[src/rtl/pwm_bank_pkg.sv]
package pwm_bank_pkg;
  localparam int ADDR_W = 5;
  localparam logic [ADDR_W-1:0] ADR_PRESCALE  = 5'd0;
  localparam logic [ADDR_W-1:0] ADR_STEPS     = 5'd1;
  localparam logic [ADDR_W-1:0] ADR_EN_BASE   = 5'd2;
  localparam logic [ADDR_W-1:0] ADR_SYNC      = 5'd6;
  localparam logic [ADDR_W-1:0] ADR_DUTY_BASE = 5'd16;
endpackage

[src/rtl/pwm_timebase.sv]
module pwm_timebase #(
  parameter int DW = 8
) (
  input  logic          clk,
  input  logic          rst,
  input  logic [DW-1:0] prescale,
  input  logic [DW-1:0] steps,
  output logic          tick,
  output logic          wrap,
  output logic [DW-1:0] step
);
  logic [DW-1:0] pre_q;
  logic [DW-1:0] step_q;

  // ">=" lets the counters recover at once when a limit is lowered mid-count
  assign tick = (pre_q >= prescale);
  assign wrap = tick && (step_q >= steps);
  assign step = step_q;

  always_ff @(posedge clk) begin
    if (rst) begin
      pre_q  <= '0;
      step_q <= '0;
    end else begin
      if (tick) pre_q <= '0;
      else      pre_q <= pre_q + 1'b1;
      if (wrap)      step_q <= '0;
      else if (tick) step_q <= step_q + 1'b1;
    end
  end
endmodule

[src/rtl/pwm_regs.sv]
module pwm_regs
  import pwm_bank_pkg::*;
#(
  parameter int NCH = 16,
  parameter int DW  = 8
) (
  input  logic                    clk,
  input  logic                    rst,
  input  logic                    wr_en,
  input  logic [ADDR_W-1:0]       wr_addr,
  input  logic [DW-1:0]           wr_data,
  input  logic [ADDR_W-1:0]       rd_addr,
  output logic [DW-1:0]           rd_data,
  output logic [DW-1:0]           prescale,
  output logic [DW-1:0]           steps,
  output logic [NCH-1:0]          en,
  output logic                    sync_mode,
  output logic [NCH-1:0][DW-1:0]  shadow,
  output logic [NCH-1:0]          duty_stb
);
  localparam int NEN = (NCH + DW - 1) / DW;

  logic [DW-1:0]         pre_q, steps_q;
  logic [NEN*DW-1:0]     en_q;
  logic                  sync_q;
  logic [NCH-1:0][DW-1:0] shadow_q;
  logic [DW-1:0]         rd_mux, rd_q;

  for (genvar i = 0; i < NCH; i++) begin : g_stb
    assign duty_stb[i] = wr_en && (wr_addr == ADR_DUTY_BASE + ADDR_W'(i));
  end

  always_ff @(posedge clk) begin
    if (rst) begin
      pre_q    <= '0;
      steps_q  <= '0;
      en_q     <= '0;
      sync_q   <= 1'b0;
      shadow_q <= '0;
    end else begin
      if (wr_en && wr_addr == ADR_PRESCALE) pre_q   <= wr_data;
      if (wr_en && wr_addr == ADR_STEPS)    steps_q <= wr_data;
      if (wr_en && wr_addr == ADR_SYNC && wr_data[0]) sync_q <= 1'b1;
      for (int k = 0; k < NEN; k++) begin
        if (wr_en && wr_addr == ADR_EN_BASE + ADDR_W'(k))
          en_q[k*DW +: DW] <= wr_data;
      end
      for (int i = 0; i < NCH; i++) begin
        if (duty_stb[i]) shadow_q[i] <= wr_data;
      end
    end
  end

  always_comb begin
    rd_mux = '0;
    if (rd_addr == ADR_PRESCALE) rd_mux = pre_q;
    if (rd_addr == ADR_STEPS)    rd_mux = steps_q;
    if (rd_addr == ADR_SYNC)     rd_mux = DW'(sync_q);
    for (int k = 0; k < NEN; k++) begin
      if (rd_addr == ADR_EN_BASE + ADDR_W'(k)) rd_mux = en_q[k*DW +: DW];
    end
    for (int i = 0; i < NCH; i++) begin
      if (rd_addr == ADR_DUTY_BASE + ADDR_W'(i)) rd_mux = shadow_q[i];
    end
  end

  always_ff @(posedge clk) begin
    if (rst) rd_q <= '0;
    else     rd_q <= rd_mux;
  end

  assign rd_data   = rd_q;
  assign prescale  = pre_q;
  assign steps     = steps_q;
  assign en        = en_q[NCH-1:0];
  assign sync_mode = sync_q;
  assign shadow    = shadow_q;
endmodule

[src/rtl/pwm_channel.sv]
module pwm_channel #(
  parameter int DW      = 8,
  parameter bit IS_SYNC = 1'b0
) (
  input  logic          clk,
  input  logic          rst,
  input  logic          duty_stb,
  input  logic [DW-1:0] wr_data,
  input  logic [DW-1:0] shadow,
  input  logic          sync_mode,
  input  logic          wrap,
  input  logic          enable,
  input  logic [DW-1:0] step,
  output logic [DW-1:0] duty_act,
  output logic          pwm
);
  logic          hold;
  logic [DW-1:0] act_q;
  logic          pwm_q;

  assign hold = IS_SYNC && sync_mode;

  always_ff @(posedge clk) begin
    if (rst) begin
      act_q <= '0;
      pwm_q <= 1'b0;
    end else begin
      if (hold) begin
        if (wrap) act_q <= shadow;
      end else if (duty_stb) begin
        act_q <= wr_data;
      end
      pwm_q <= enable && (step < act_q);
    end
  end

  assign duty_act = act_q;
  assign pwm      = pwm_q;
endmodule

[src/rtl/pwm_bank.sv]
module pwm_bank
  import pwm_bank_pkg::*;
#(
  parameter int             NCH       = 16,
  parameter int             DW        = 8,
  parameter logic [NCH-1:0] SYNC_MASK = 16'hFF00
) (
  input  logic              clk,
  input  logic              rst,
  input  logic              wr_en,
  input  logic [ADDR_W-1:0] wr_addr,
  input  logic [DW-1:0]     wr_data,
  input  logic [ADDR_W-1:0] rd_addr,
  output logic [DW-1:0]     rd_data,
  output logic [NCH-1:0]    pwm_out
);
  logic [DW-1:0]          prescale, steps, step;
  logic                   tick, wrap, sync_mode;
  logic [NCH-1:0]         en, duty_stb;
  logic [NCH-1:0][DW-1:0] shadow, act_duty;

  pwm_regs #(.NCH(NCH), .DW(DW)) u_regs (
    .clk(clk), .rst(rst), .wr_en(wr_en), .wr_addr(wr_addr), .wr_data(wr_data),
    .rd_addr(rd_addr), .rd_data(rd_data), .prescale(prescale), .steps(steps),
    .en(en), .sync_mode(sync_mode), .shadow(shadow), .duty_stb(duty_stb)
  );

  pwm_timebase #(.DW(DW)) u_tb (
    .clk(clk), .rst(rst), .prescale(prescale), .steps(steps),
    .tick(tick), .wrap(wrap), .step(step)
  );

  for (genvar i = 0; i < NCH; i++) begin : g_ch
    pwm_channel #(.DW(DW), .IS_SYNC(SYNC_MASK[i])) u_ch (
      .clk(clk), .rst(rst), .duty_stb(duty_stb[i]), .wr_data(wr_data),
      .shadow(shadow[i]), .sync_mode(sync_mode), .wrap(wrap), .enable(en[i]),
      .step(step), .duty_act(act_duty[i]), .pwm(pwm_out[i])
    );
  end
endmodule

[config.mk]
export PLATFORM = sky130hd
export DESIGN_NAME = pwm_bank
export DESIGN_NICKNAME = d
export VERILOG_FILES = /design/src/rtl/pwm_bank_pkg.sv /design/src/rtl/pwm_timebase.sv /design/src/rtl/pwm_regs.sv /design/src/rtl/pwm_channel.sv /design/src/rtl/pwm_bank.sv
export SDC_FILE = /design/constraint.sdc
export NUM_CORES = 1
export LEC_CHECK = 0
export BUFFER_PORTS_ARGS = -buffer_cell sky130_fd_sc_hd__buf_4
export CAP_MARGIN = 40
export CORE_MARGIN = 1
export CORE_UTILIZATION = 60
export DETAILED_ROUTE_END_ITERATION = 10
export PLACE_DENSITY_LB_ADDON = 0.3
export SETUP_SLACK_MARGIN = 0.3
export SLEW_MARGIN = 20
export SYNTH_ARGS = -nofsm -noshare
export SYNTH_HDL_FRONTEND = slang
export SYNTH_SLANG_ARGS = --single-unit
[constraint.sdc]
create_clock -name clk -period 6.65 [get_ports clk]
set_clock_uncertainty 0.05 [all_clocks]
set_input_delay 1.33 -clock clk [delete_from_list [all_inputs] [get_ports clk]]
set_output_delay 1.33 -clock clk [all_outputs]
set_load 0.005 [all_outputs]
Yosys cells after proc, flatten, opt, wreduce, memory -nomap -nowiden
Index checks and enable logic that the tools add are counted.
- $add $sub $neg: 2
- equal/unequal tests: 41
- reductions and logical operators: 59
- mux-type cells: 45
- order comparisons: 18
- operator list (operator ; count):
    $mux W8 ; 45
    $eq A5 B5 Y1 const B ; 32
    $lt A8 B8 Y1 ; 16
    $logic_and A1 B1 Y1 ; 39
    $eq A5 B2 Y1 const B ; 4
    $add A8 B1 Y8 const B ; 2
    $ge A8 B8 Y1 ; 2
    $reduce_and A2 Y1 ; 8
    $reduce_bool A2 Y1 ; 8
    $eq A5 B1 Y1 const B ; 2
    $eq A5 B3 Y1 const B ; 2
    $logic_not A5 Y1 ; 2
    $reduce_or A2 Y1 ; 2
    $ne A2 B1 Y1 const B ; 1
- flip-flop bits (word level): 265
- logic and storage cells: 213
- output and inout port bits: 24
- bits of input ports: 21

Depth between registers and ports, before layout
Gate-level depths: netlist of the first run.
- word-level depth: 22
- gate-level depth with buffers: 11
- depth with buffers taken out: 8

By module
A second synthesis of the first run with hierarchy kept.
- cells, all modules: 2002
- area, all modules: 18202.5 sq um
- by module, submodules not included (module ; sequential area each (sq um) ; cells an instance ; instances ; area each (sq um)):
    pwm_regs ; 3383.2 ; 984 ; 1 ; 8225.4
    pwm_channel (g_ch[10].u_ch ...) ; 180.2 ; 60 ; 8 ; 620.6
    pwm_channel (g_ch[0].u_ch ...) ; 180.2 ; 50 ; 8 ; 484.2
    pwm_timebase ; 320.3 ; 138 ; 1 ; 1138.6

Least setup slack after synthesis of the first run
Ideal clock, no wire load.
- path type: input -> register
- start: input port wr_addr[1]
- end: register g_ch[10].u_ch.act_q[7]
- buffers on the path: 3
- arrival time: 2659 ps
- library setup time: 136 ps
- stages on the path: 9
- required time: 6464 ps
- path slack: 3805 ps
- cells stage by stage: clkbuf_1 -> nand2_1 -> nor3b_1 -> buf_2 -> nand2_1 -> clkbuf_1 -> a21oi_1 -> a21o_1 -> a31oi_1
- longest elaborated chain between the ends: 4
- RTL lines (what ; RTL line ; RTL):
    start, declared ; pwm_bank.sv:11 ; input logic [ADDR_W-1:0] wr_addr,
    $eq A5 B5 Y1 ; pwm_regs.sv:30 ; assign duty_stb[i] = wr_en && (wr_addr == ADR_DUTY_BASE + ADDR_W'(i));
    $logic_and A1 B1 Y1 ; pwm_regs.sv:30 ;
    $reduce_bool A2 Y1 (no source line) ; - ;
    $reduce_and A2 Y1 (no source line) ; - ;
    end signal, assigned ; pwm_channel.sv:29 ; if (wrap) act_q <= shadow;
    end signal, assigned ; pwm_channel.sv:31 ; act_q <= wr_data;
    end, declared ; pwm_channel.sv:18 ; logic [DW-1:0] act_q;
Every way passes these cells.
A chain may end at the register's enable or synchronous reset.

Worst setup path after layout of the first run
- start: register u_tb.step_q[0] (netlist: u_tb.step[0])
- end: register g_ch[8].u_ch.act_q[4]
- longest elaborated chain between the ends: 4
- RTL lines (what ; RTL line ; RTL):
    start, declared ; pwm_timebase.sv:13 ; logic [DW-1:0] step_q;
    start signal, assigned ; pwm_timebase.sv:28 ; else if (tick) step_q <= step_q + 1'b1;
    $ge A8 B8 Y1 ; pwm_timebase.sv:17 ; assign wrap = tick && (step_q >= steps);
    $logic_and A1 B1 Y1 ; pwm_timebase.sv:17 ;
    $ne A2 B1 Y1 (no source line) ; - ;
    $reduce_and A2 Y1 (no source line) ; - ;
    end signal, assigned ; pwm_channel.sv:29 ;
    end signal, assigned ; pwm_channel.sv:31 ;
    end, declared ; pwm_channel.sv:18 ;
Every way passes these cells.

==> flow_summary.json, run 1 <==
{
  "die_w_um": 164,
  "rsz0062_at_grt": "false",
  "routed_wl_um": 51100,
  "grt_pass1_vias": 13800,
  "holdPathStages": 2,
  "drc": 0,
  "clockBufferDepth": 3,
  "grt_usage": 0.380,
  "synth_ff_type": "dfxtp_1",
  "netlist_instances": 1990,
  "viasPerCell": 6.50,
  "yosysMostFrequentCell": "dfxtp_1",
  "rr_startpoint": "u_tb.step[0]",
  "crit_arrival_ns": 3.89,
  "yosysWarnings": 0,
  "reg2reg_slack_ns": 3.20,
  "grt_pass1_wl_um": 78200,
  "antenna_left": 0,
  "layout.nets": 2074,
  "start_util": 0.618,
  "ios": 45,
  "max_slew_margin": 0.402,
  "synth_top_cell_area_share": 0.338,
  "synth_edf_count": 0,
  "synth-seq-cells": 265,
  "outcome": "completed",
  "cp.required_ns": 7.08,
  "r2r_cells": 9,
  "synth_area_per_cell_um2": 7.89,
  "fp.dieH_um": 164,
  "firstDrtPassIters": 8,
  "grt-ovfl-total": 0,
  "whs_ns": 0.411,
  "hold_viol": 0,
  "crit_start": "u_tb.step[0]",
  "worst_hold_path_type": "flip-flop to flip-flop",
  "post_cts_resized": 0,
  "drt-wirelength-per-cell_um": 22.5,
  "worst_slew_pin_slew_ns": 0.896,
  "placementRows": 58,
  "dp_hpwl_um": 33100,
  "drv_cap": 0,
  "max-vdd-ir-drop_mv": 0.216,
  "drt_iter0_markers": 1816,
  "synth_area_leaders": "dfxtp_1 34%, ha_1 10%, a21oi_1 6.2%",
  "yosysTopAreaCell": "dfxtp_1",
  "drive_gt1_frac": 0.0726,
  "regToRegEndpoint": "g_ch[8].u_ch.duty_act[4]",
  "core-area_mm2": 0.0254,
  "clock_latency_ns": 0.57,
  "cts_htree_levels": 1,
  "synthArstFlopShare": 0,
  "die_area_mm2": 0.0268,
  "path_class": "flip-flop to flip-flop",
  "finalSetupViolCount": 0,
  "cts_tree": "built",
  "crit_path_start_kind": "flip-flop",
  "cp_max_fo": 43,
  "syn_to_final_growth_pct": 7.66,
  "num_vias": 14800,
  "synth-seq-area-share": 0.338,
  "ctsRootBufferMaster": "clkbuf_16",
  "min_to": "g_ch[1].u_ch.duty_act[6]",
  "power_leakage_nw": 6.11,
  "clock-sinks": 265,
  "clk_pin_slew_ns": 0.06,
  "grt_max_degree": 109,
  "hold_buffers": 0,
  "min_period_over_period": 0.519,
  "cp-end-kind": "flip-flop",
  "cts-buffers-inserted": 30,
  "synth_nets": 2141,
  "synth_commonest_cells": "265 x dfxtp_1, 204 x nand2_1, 194 x a21oi_1, 142 x nor2_1, 136 x inv_1",
  "fillers": 2155,
  "port_buffers": 44,
  "hold_start": "g_ch[1].u_ch.duty_act[6]",
  "mappedNetlistArea_mm2": 0.0157,
  "p_per_area_mw_per_mm2": 211,
  "slew_violations": 0,
  "gp_congestion": 0.953,
  "yosysUniqueCellTypes": 74,
  "fin_tns_setup_ns": 0,
  "clock.fmax_mhz": 290,
  "antenna_cells": 0,
  "min_period_ns": 3.45,
  "postCtsSetupBuffers": 0,
  "antenna_found_initial": 0
}
-- critical path, stage by stage, from the launching register on --
cell and delay [ns]:
dfxtp_1 0.81, buf_8 0.24, inv_1 0.07, ha_1 0.26
o21ai_0 0.07, a21oi_1 0.28, o311a_2 0.58, buf_4 0.55
nand3_1 0.17, a31oi_1 0.24
-- per-layer routing --
metal,global-route usage,part of all wire,routed length [um]
met5,0,0,0
met4,0.199,0.052,2680
met3,0.0694,0.10,5090
met2,0.602,0.45,22800
met1,0.491,0.40,20500
-- cell type report --
| cell class | count | area, um2 | area share |
|---|---|---|---|
| Clock buffer | 44 | 885 | 0.0523 |
| Multi-Input combinational cell | 1425 | 9170 | 0.542 |
| Tap cell | 330 | 413 | 0.0244 |
| Inverter | 137 | 514 | 0.0304 |
| Sequential cell | 265 | 5310 | 0.314 |
| Clock inverter | 8 | 92.6 | 0.00548 |
| Timing Repair Buffer | 64 | 524 | 0.0310 |
-- cell usage in the layout (no fill, tap or decap), drive strengths merged, types with 7 or more instances in the layout --
cell    Yosys  routed
nor2      147     147
o21ai     132     132
a21o      100     100
dfxtp     265     265
nand2     204     204
nand2b     27      27
o211ai     21      21
or3        21      21
a211oi     22      22
buf        62      64
mux2        7       7
a31oi      68      68
and3        7       7
inv       136     136
a21oi     194     194
mux2i      97      97
nor3       26      26
o22ai      11      11
or2         7       7
clkbuf    101      44
ha        130     130
nand3     112     112
nor2b       9       9
-- power breakdown --
| group | switching (mW) | internal (mW) | total (mW) |
|---|---|---|---|
| logic | 0.199 | 0.0811 | 0.280 |
| registers | 0.0178 | 1.60 | 1.62 |
| clock network | 0.678 | 0.988 | 1.67 |
-- worst max-delay path by stage --
| stage | to | slack, ns | cells past startpoint |
|---|---|---|---|
| after global routing | g_ch[8].u_ch.duty_act[4] | 3.10 | 9 |
| after floorplan | g_ch[10].u_ch.duty_act[7] | 3.80 | 9 |
| after global placement | u_regs.rd_data[5] | 2.90 | 8 |
| after detailed placement | u_regs.rd_data[2] | 2.81 | 8 |
| final | g_ch[8].u_ch.duty_act[4] | 3.20 | 9 |
| after CTS | g_ch[8].u_ch.duty_act[4] | 3.30 | 9 |
-- kinds of logic after synthesis --
group	after synthesis	synth area share
compound gates	599	0.238
xor+xnor	7	0.00390
fa+ha+maj	130	0.104
buf+inv	300	0.0789
flops	265	0.338
mux	106	0.0697
simple gates	583	0.169
-- metrics by stage --
step                total power [mW]  cells   util  setup slack [ns]  area (um2)
finish                          3.57   2273  0.666              3.20       16900
global route                    3.65   2273  0.666              3.10       16900
CTS                             3.57   2273  0.666              3.30       16900
detailed placement              1.92   2221  0.627              2.81       15900
global placement                1.92   2218  0.625              2.90       15900
floorplan                       1.84   1990      -              3.80       15700
-- flip-flops by register name, indices dropped and copies added, names as in the netlist --
signal and count:
u_regs.steps 8, u_regs.prescale 8, u_regs.en 16, u_tb.step 8, u_regs.shadow 72, u_regs.sync_mode 1, u_tb.pre_q 8, g_ch.u_ch.pwm 16
g_ch.u_ch.duty_act 120, u_regs.rd_data 8
(Power assumes the default switching activity.)
==> inputs of run 2 (changes only) <==
Settings changed: ABC_AREA from default to 1.
Clock period 6.65 ns to 3.5 ns, I/O delays scaled along.
==> run 2 against run 1 <==
Hold slack barely moved. Largest cell class unchanged. Global-route usage fell by 2.6 points. Final cell count fell by 4.9%. Synthesized area fell by 12%.
==> flow_summary.json, run 2 <==
{
  "die_w_um": 153,
  "routed_wl_um": 42000,
  "die_area_mm2": 0.0235,
  "post_cts_resized": 0,
  "antenna_left": 0,
  "gp_congestion": 0.982,
  "drive_gt1_frac": 0.0730,
  "drc": 0,
  "drt_iter0_markers": 1381,
  "placementRows": 55,
  "clock.fmax_mhz": 398,
  "ctsRootBufferMaster": "clkbuf_16",
  "largest_reg_flops": 120,
  "dp_hpwl_um": 29300,
  "antenna_found_initial": 0,
  "synth_edf_count": 0,
  "hold_buffers": 0,
  "fp.dieH_um": 153,
  "min_period_ns": 2.52,
  "pwr-share-clk": 0.477,
  "fin_tns_setup_ns": 0,
  "cp.required_ns": 3.91,
  "drv_cap": 0,
  "cts_tree": "built",
  "critPathBufInv": 2,
  "synthArstFlopShare": 0,
  "synth-seq-area-share": 0.386,
  "grt_pass1_wl_um": 64800,
  "worst_slew_pin_slew_ns": 0.827,
  "cp-end-kind": "flip-flop",
  "antenna_cells": 0,
  "path_cells": "inv_1 > ha_1 > nand2_1 > nor2_1 > nand4_1 > nand3_2 > nand3_2 > nand2_1 > inv_1 > o21ai_0 > a21oi_1",
  "core-area_mm2": 0.0226,
  "synth_top_cell_area_share": 0.386,
  "outcome": "completed",
  "placed_area_mm2": 0.0142,
  "layout.nets": 2004,
  "p_int_mw": 5.07,
  "grt_max_degree": 138,
  "num_vias": 12800,
  "drt-wirelength-per-cell_um": 19.4,
  "crit_family": "simple AND/OR/NAND/NOR gates",
  "max-vdd-ir-drop_mv": 0.368,
  "clock-sinks": 265,
  "mappedNetlistArea_mm2": 0.0137,
  "start_util": 0.609,
  "slew_violations": 0,
  "power_switching_mw": 1.63,
  "max_slew_margin": 0.446,
  "firstDrtPassIters": 6,
  "clock_latency_ns": 0.57,
  "synth_area_leaders": "dfxtp_1 39%, ha_1 12%, o21ai_0 9.9%",
  "p_per_area_mw_per_mm2": 442,
  "syn_to_final_growth_pct": 10.3,
  "crit_slowest_cell": "nand2_1",
  "clockBufferDepth": 3,
  "synth-seq-cells": 265,
  "comb_power_share": 0.063,
  "synth_ff_type": "dfxtp_1",
  "seqPwrFrac": 0.460,
  "cp_max_fo": 13,
  "yosysTopAreaCell": "dfxtp_1",
  "grt-ovfl-total": 0,
  "final_util": 0.671,
  "clk_pin_slew_ns": 0.06,
  "yosysWarnings": 0,
  "final_cell_mix": "271 x o21ai_0, 265 x dfxtp_1, 263 x a21oi_1, 253 x nand2_1, 244 x inv_1",
  "worst_hold_path_type": "flip-flop to flip-flop",
  "hold_viol": 0,
  "cpPeakStageDelay_ns": 0.40,
  "rsz0062_at_grt": "false",
  "finalSetupViolCount": 0,
  "power_leakage_nw": 5.91,
  "final_common_cell": "o21ai_0",
  "grt_usage": 0.353,
  "yosysUniqueCellTypes": 39,
  "design_area_mm2": 0.0152,
  "netlist_instances": 1857,
  "synth_nets": 2008,
  "viasPerCell": 5.94,
  "yosysMostFrequentCell": "o21ai_0",
  "crit_path_start_kind": "flip-flop",
  "port_buffers": 44,
  "crit_arrival_ns": 2.92,
  "postCtsSetupBuffers": 0,
  "min_period_over_period": 0.719,
  "synth_area_per_cell_um2": 7.40,
  "path_class": "flip-flop to flip-flop",
  "swShare": 0.244,
  "cts_htree_levels": 1,
  "cts-buffers-inserted": 29,
  "grt_pass1_vias": 12100,
  "ios": 45,
  "synth_commonest_cells": "271 x o21ai_0, 265 x dfxtp_1, 263 x a21oi_1, 253 x nand2_1, 244 x inv_1"
}
run 2: final cells by class:
type / instances / area, um2
Tap cell: 285 / 357
Timing Repair Buffer: 59 / 488
Multi-Input combinational cell: 1245 / 7060
Fill cell: 1962 / 7420
Sequential cell: 265 / 5310
Inverter: 253 / 952
Clock buffer: 43 / 838
Clock inverter: 11 / 154
run 2: final timing paths:
path	slack [ns]	start	cells past startpoint	endpoint
hold / removal	0.41	g_ch[14].u_ch.duty_act[6]	2	g_ch[14].u_ch.duty_act[6]
setup reg to reg	0.98	u_regs.prescale[7]	11	g_ch[10].u_ch.duty_act[4]
setup / recovery	0.98	u_regs.prescale[7]	11	g_ch[10].u_ch.duty_act[4]
hold reg to reg	0.41	g_ch[14].u_ch.duty_act[6]	2	g_ch[14].u_ch.duty_act[6]
run 2: tightest hold or removal path, stage by stage, from the launching register on:
cell     delay [ns]
dfxtp_1        0.30
inv_1          0.06
a21oi_1        0.05
run 2: per-layer routing:
layer,wire length [um],vias up,GRT usage,share of wire
met3,3140,124,0.0482,0.075
met5,0,-,0,0
met2,19400,504,0.596,0.46
met1,17500,5961,0.450,0.42
li1,-,6238,-,-
met4,1930,0,0.158,0.046
run 2: kinds of logic (layout without fill, tap and decap cells):
logic type	after synthesis	in the layout	synth area share
AO/OA/AOI/OAI	618	618	0.237
AND/OR/NAND/NOR	493	493	0.155
buffers and inverters	347	366	0.100
flip-flops	265	265	0.386
adder cells (fa/ha/maj)	130	130	0.118
XOR/XNOR	4	4	0.00255
run 2: power by group through the flow:
| stage | sequential (mW) | combinational (mW) | clock, mW |
|---|---|---|---|
| 2_1_floorplan | 3.14 | 0.265 | 0 |
| 3_3_place_gp | 3.15 | 0.398 | 0 |
| 3_5_place_dp | 3.15 | 0.408 | 0 |
| 4_1_cts | 3.08 | 0.411 | 3.21 |
| 5_1_grt | 3.09 | 0.461 | 3.33 |
| 6_report | 3.08 | 0.422 | 3.19 |
run 2: stage by stage:
stage,power (mW),hold WS [ns],setup slack (ns),instances
after floorplan,3.41,0.380,1.34,1857
after global placement,3.55,0.396,0.881,2106
after detailed placement,3.56,0.403,0.830,2107
after CTS,6.70,0.412,0.997,2161
after global routing,6.88,0.426,0.717,2161
final,6.70,0.411,0.984,2161
==> inputs of run 3 (changes only) <==
Clock period 3.5 ns to 2.6 ns, I/O delays scaled along.
==> run 3 against run 2 <==
Critical endpoint is now g_ch[8].u_ch.duty_act[1]. Hold slack worse by 0.14 ns. Wire length grew 1.7%. First-iteration DRC count down 3.1%. Largest power group is now sequential cells.
==> flow_summary.json, run 3 (synthesis results as in run 2) <==
{
  "clock-sinks": 265,
  "power_leakage_nw": 6.04,
  "cts_htree_levels": 1,
  "regToRegEndpoint": "g_ch[8].u_ch.duty_act[1]",
  "finalSetupViolCount": 0,
  "antenna_found_initial": 0,
  "start_util": 0.609,
  "ctsRootBufferMaster": "clkbuf_16",
  "die_w_um": 153,
  "viasPerCell": 6.00,
  "path_class": "flip-flop to flip-flop",
  "fin_tns_setup_ns": 0,
  "reg2reg_slack_ns": 0.34,
  "antenna_left": 0,
  "hold_buffers": 0,
  "max-vdd-ir-drop_mv": 0.587,
  "dp_hpwl_um": 29600,
  "final_util": 0.685,
  "clk_pin_slew_ns": 0.06,
  "grt_usage": 0.358,
  "cts-buffers-inserted": 30,
  "drive_gt1_frac": 0.102,
  "path_cells": "inv_1 > ha_1 > nand2_1 > nor2_2 > nand4_1 > nand3_2 > buf_4 > nand3_4 > nand2_4 > clkinvlp_4 > o21ai_0 > a21oi_1",
  "largest_reg_flops": 120,
  "ios": 45,
  "drc": 0,
  "worst_hold_path_type": "primary input to flip-flop",
  "min_period_ns": 2.26,
  "core-area_mm2": 0.0226,
  "critPathBufInv": 3,
  "cts_tree": "built",
  "hold_start": "wr_addr[4]",
  "grt-ovfl-total": 0,
  "crit_family": "simple AND/OR/NAND/NOR gates",
  "grt_max_degree": 58,
  "p_per_area_mw_per_mm2": 562,
  "placementRows": 55,
  "clock_latency_ns": 0.58,
  "min_period_over_period": 0.871,
  "routed_wl_um": 42700,
  "min_to": "u_regs.en[1]",
  "syn_to_final_growth_pct": 12.5,
  "clockBufferDepth": 3,
  "holdPathStages": 4,
  "outcome": "completed",
  "slew_violations": 0,
  "layout.nets": 2040,
  "die_area_mm2": 0.0235,
  "fp.dieH_um": 153,
  "final_cell_mix": "262 x a21oi_1, 262 x dfxtp_1, 258 x o21ai_0, 246 x nand2_1, 239 x inv_1",
  "clock.fmax_mhz": 442,
  "crit_arrival_ns": 2.68,
  "worst_slew_pin_slew_ns": 0.718,
  "drv_cap": 0,
  "grt_pass1_wl_um": 65800,
  "hold_viol": 0,
  "rsz0062_at_grt": "true",
  "grt_pass1_vias": 12600,
  "drt_iter0_markers": 1338,
  "crit_path_start_kind": "flip-flop",
  "cp-end-kind": "flip-flop",
  "cpPeakStageDelay_ns": 0.33,
  "firstDrtPassIters": 8,
  "port_buffers": 44,
  "crit_slowest_cell": "dfxtp_2",
  "r2r_cells": 12,
  "antenna_cells": 0,
  "drt-wirelength-per-cell_um": 19.4,
  "cp.required_ns": 3.01,
  "num_vias": 13200,
  "cp_max_fo": 8,
  "max_slew_margin": 0.521,
  "fillers": 1921,
  "gp_congestion": 1.01,
  "rr_startpoint": "u_regs.prescale[4]"
}
[run 3: worst reg2reg max path, stage by stage (launching register included)]
cell,delay [ns]
dfxtp_2,0.33
inv_1,0.07
ha_1,0.29
nand2_1,0.06
nor2_2,0.13
nand4_1,0.12
nand3_2,0.11
buf_4,0.13
nand3_4,0.21
nand2_4,0.23
clkinvlp_4,0.18
o21ai_0,0.21
a21oi_1,0.06
[run 3: worst max path at each step]
stage,start,end,cells after the start
after detailed placement,rd_addr[4],u_regs.rd_data[7],16
after global routing,u_regs.prescale[4],g_ch[8].u_ch.duty_act[4],12
after global placement,rd_addr[4],u_regs.rd_data[7],16
after CTS,u_regs.steps[3],g_ch[9].u_ch.duty_act[0],10
after floorplan,u_tb.step[1],g_ch[14].u_ch.duty_act[4],11
final,u_regs.prescale[4],g_ch[8].u_ch.duty_act[1],12
[run 3: final cells by class]
| cell class | count | area, um2 | share of cell area |
|---|---|---|---|
| Inverter | 253 | 966 | 0.0625 |
| Sequential cell | 265 | 5310 | 0.343 |
| Timing Repair Buffer | 91 | 698 | 0.0452 |
| Clock buffer | 45 | 837 | 0.0541 |
| Timing Repair inverter | 3 | 22.5 | 0.00146 |
| Multi-Input combinational cell | 1245 | 7210 | 0.466 |
| Tap cell | 285 | 357 | 0.0231 |
| Clock inverter | 9 | 60.1 | 0.00389 |
[run 3: report_power, final]
part | internal, mW | switching [mW] | leakage [nW]
Combinational | 0.173 | 0.419 | 3.45
Sequential | 4.12 | 0.0321 | 2.14
Clock | 2.21 | 1.73 | 0.444
[run 3: timing repair]
item                                    CTS  global route
setup buffers                             0             9
resized for setup                         2            55
pin swaps                                 0            13
endpoints found under the setup margin   11            65
cloned                                    0             3
[run 3: metrics by stage]
step                cell area, um2  total power [mW]  setup slack, ns  cells  hold WS [ns]
floorplan                    13700              4.58            0.438   1857         0.380
global placement             14300              4.78           0.0363   2130         0.394
detailed placement           14300              4.80           0.0297   2130         0.403
CTS                          15200              8.65            0.327   2184         0.259
global route                 15500              8.91            0.218   2196         0.278
finish                       15500              8.69            0.335   2196         0.276
[run 3: routing by layer]
layer,share of wire,vias up,global-route usage
li1,-,6323,-
met1,0.41,6081,0.456
met2,0.46,607,0.589
met3,0.082,157,0.0513
met4,0.052,0,0.185
met5,0,-,0
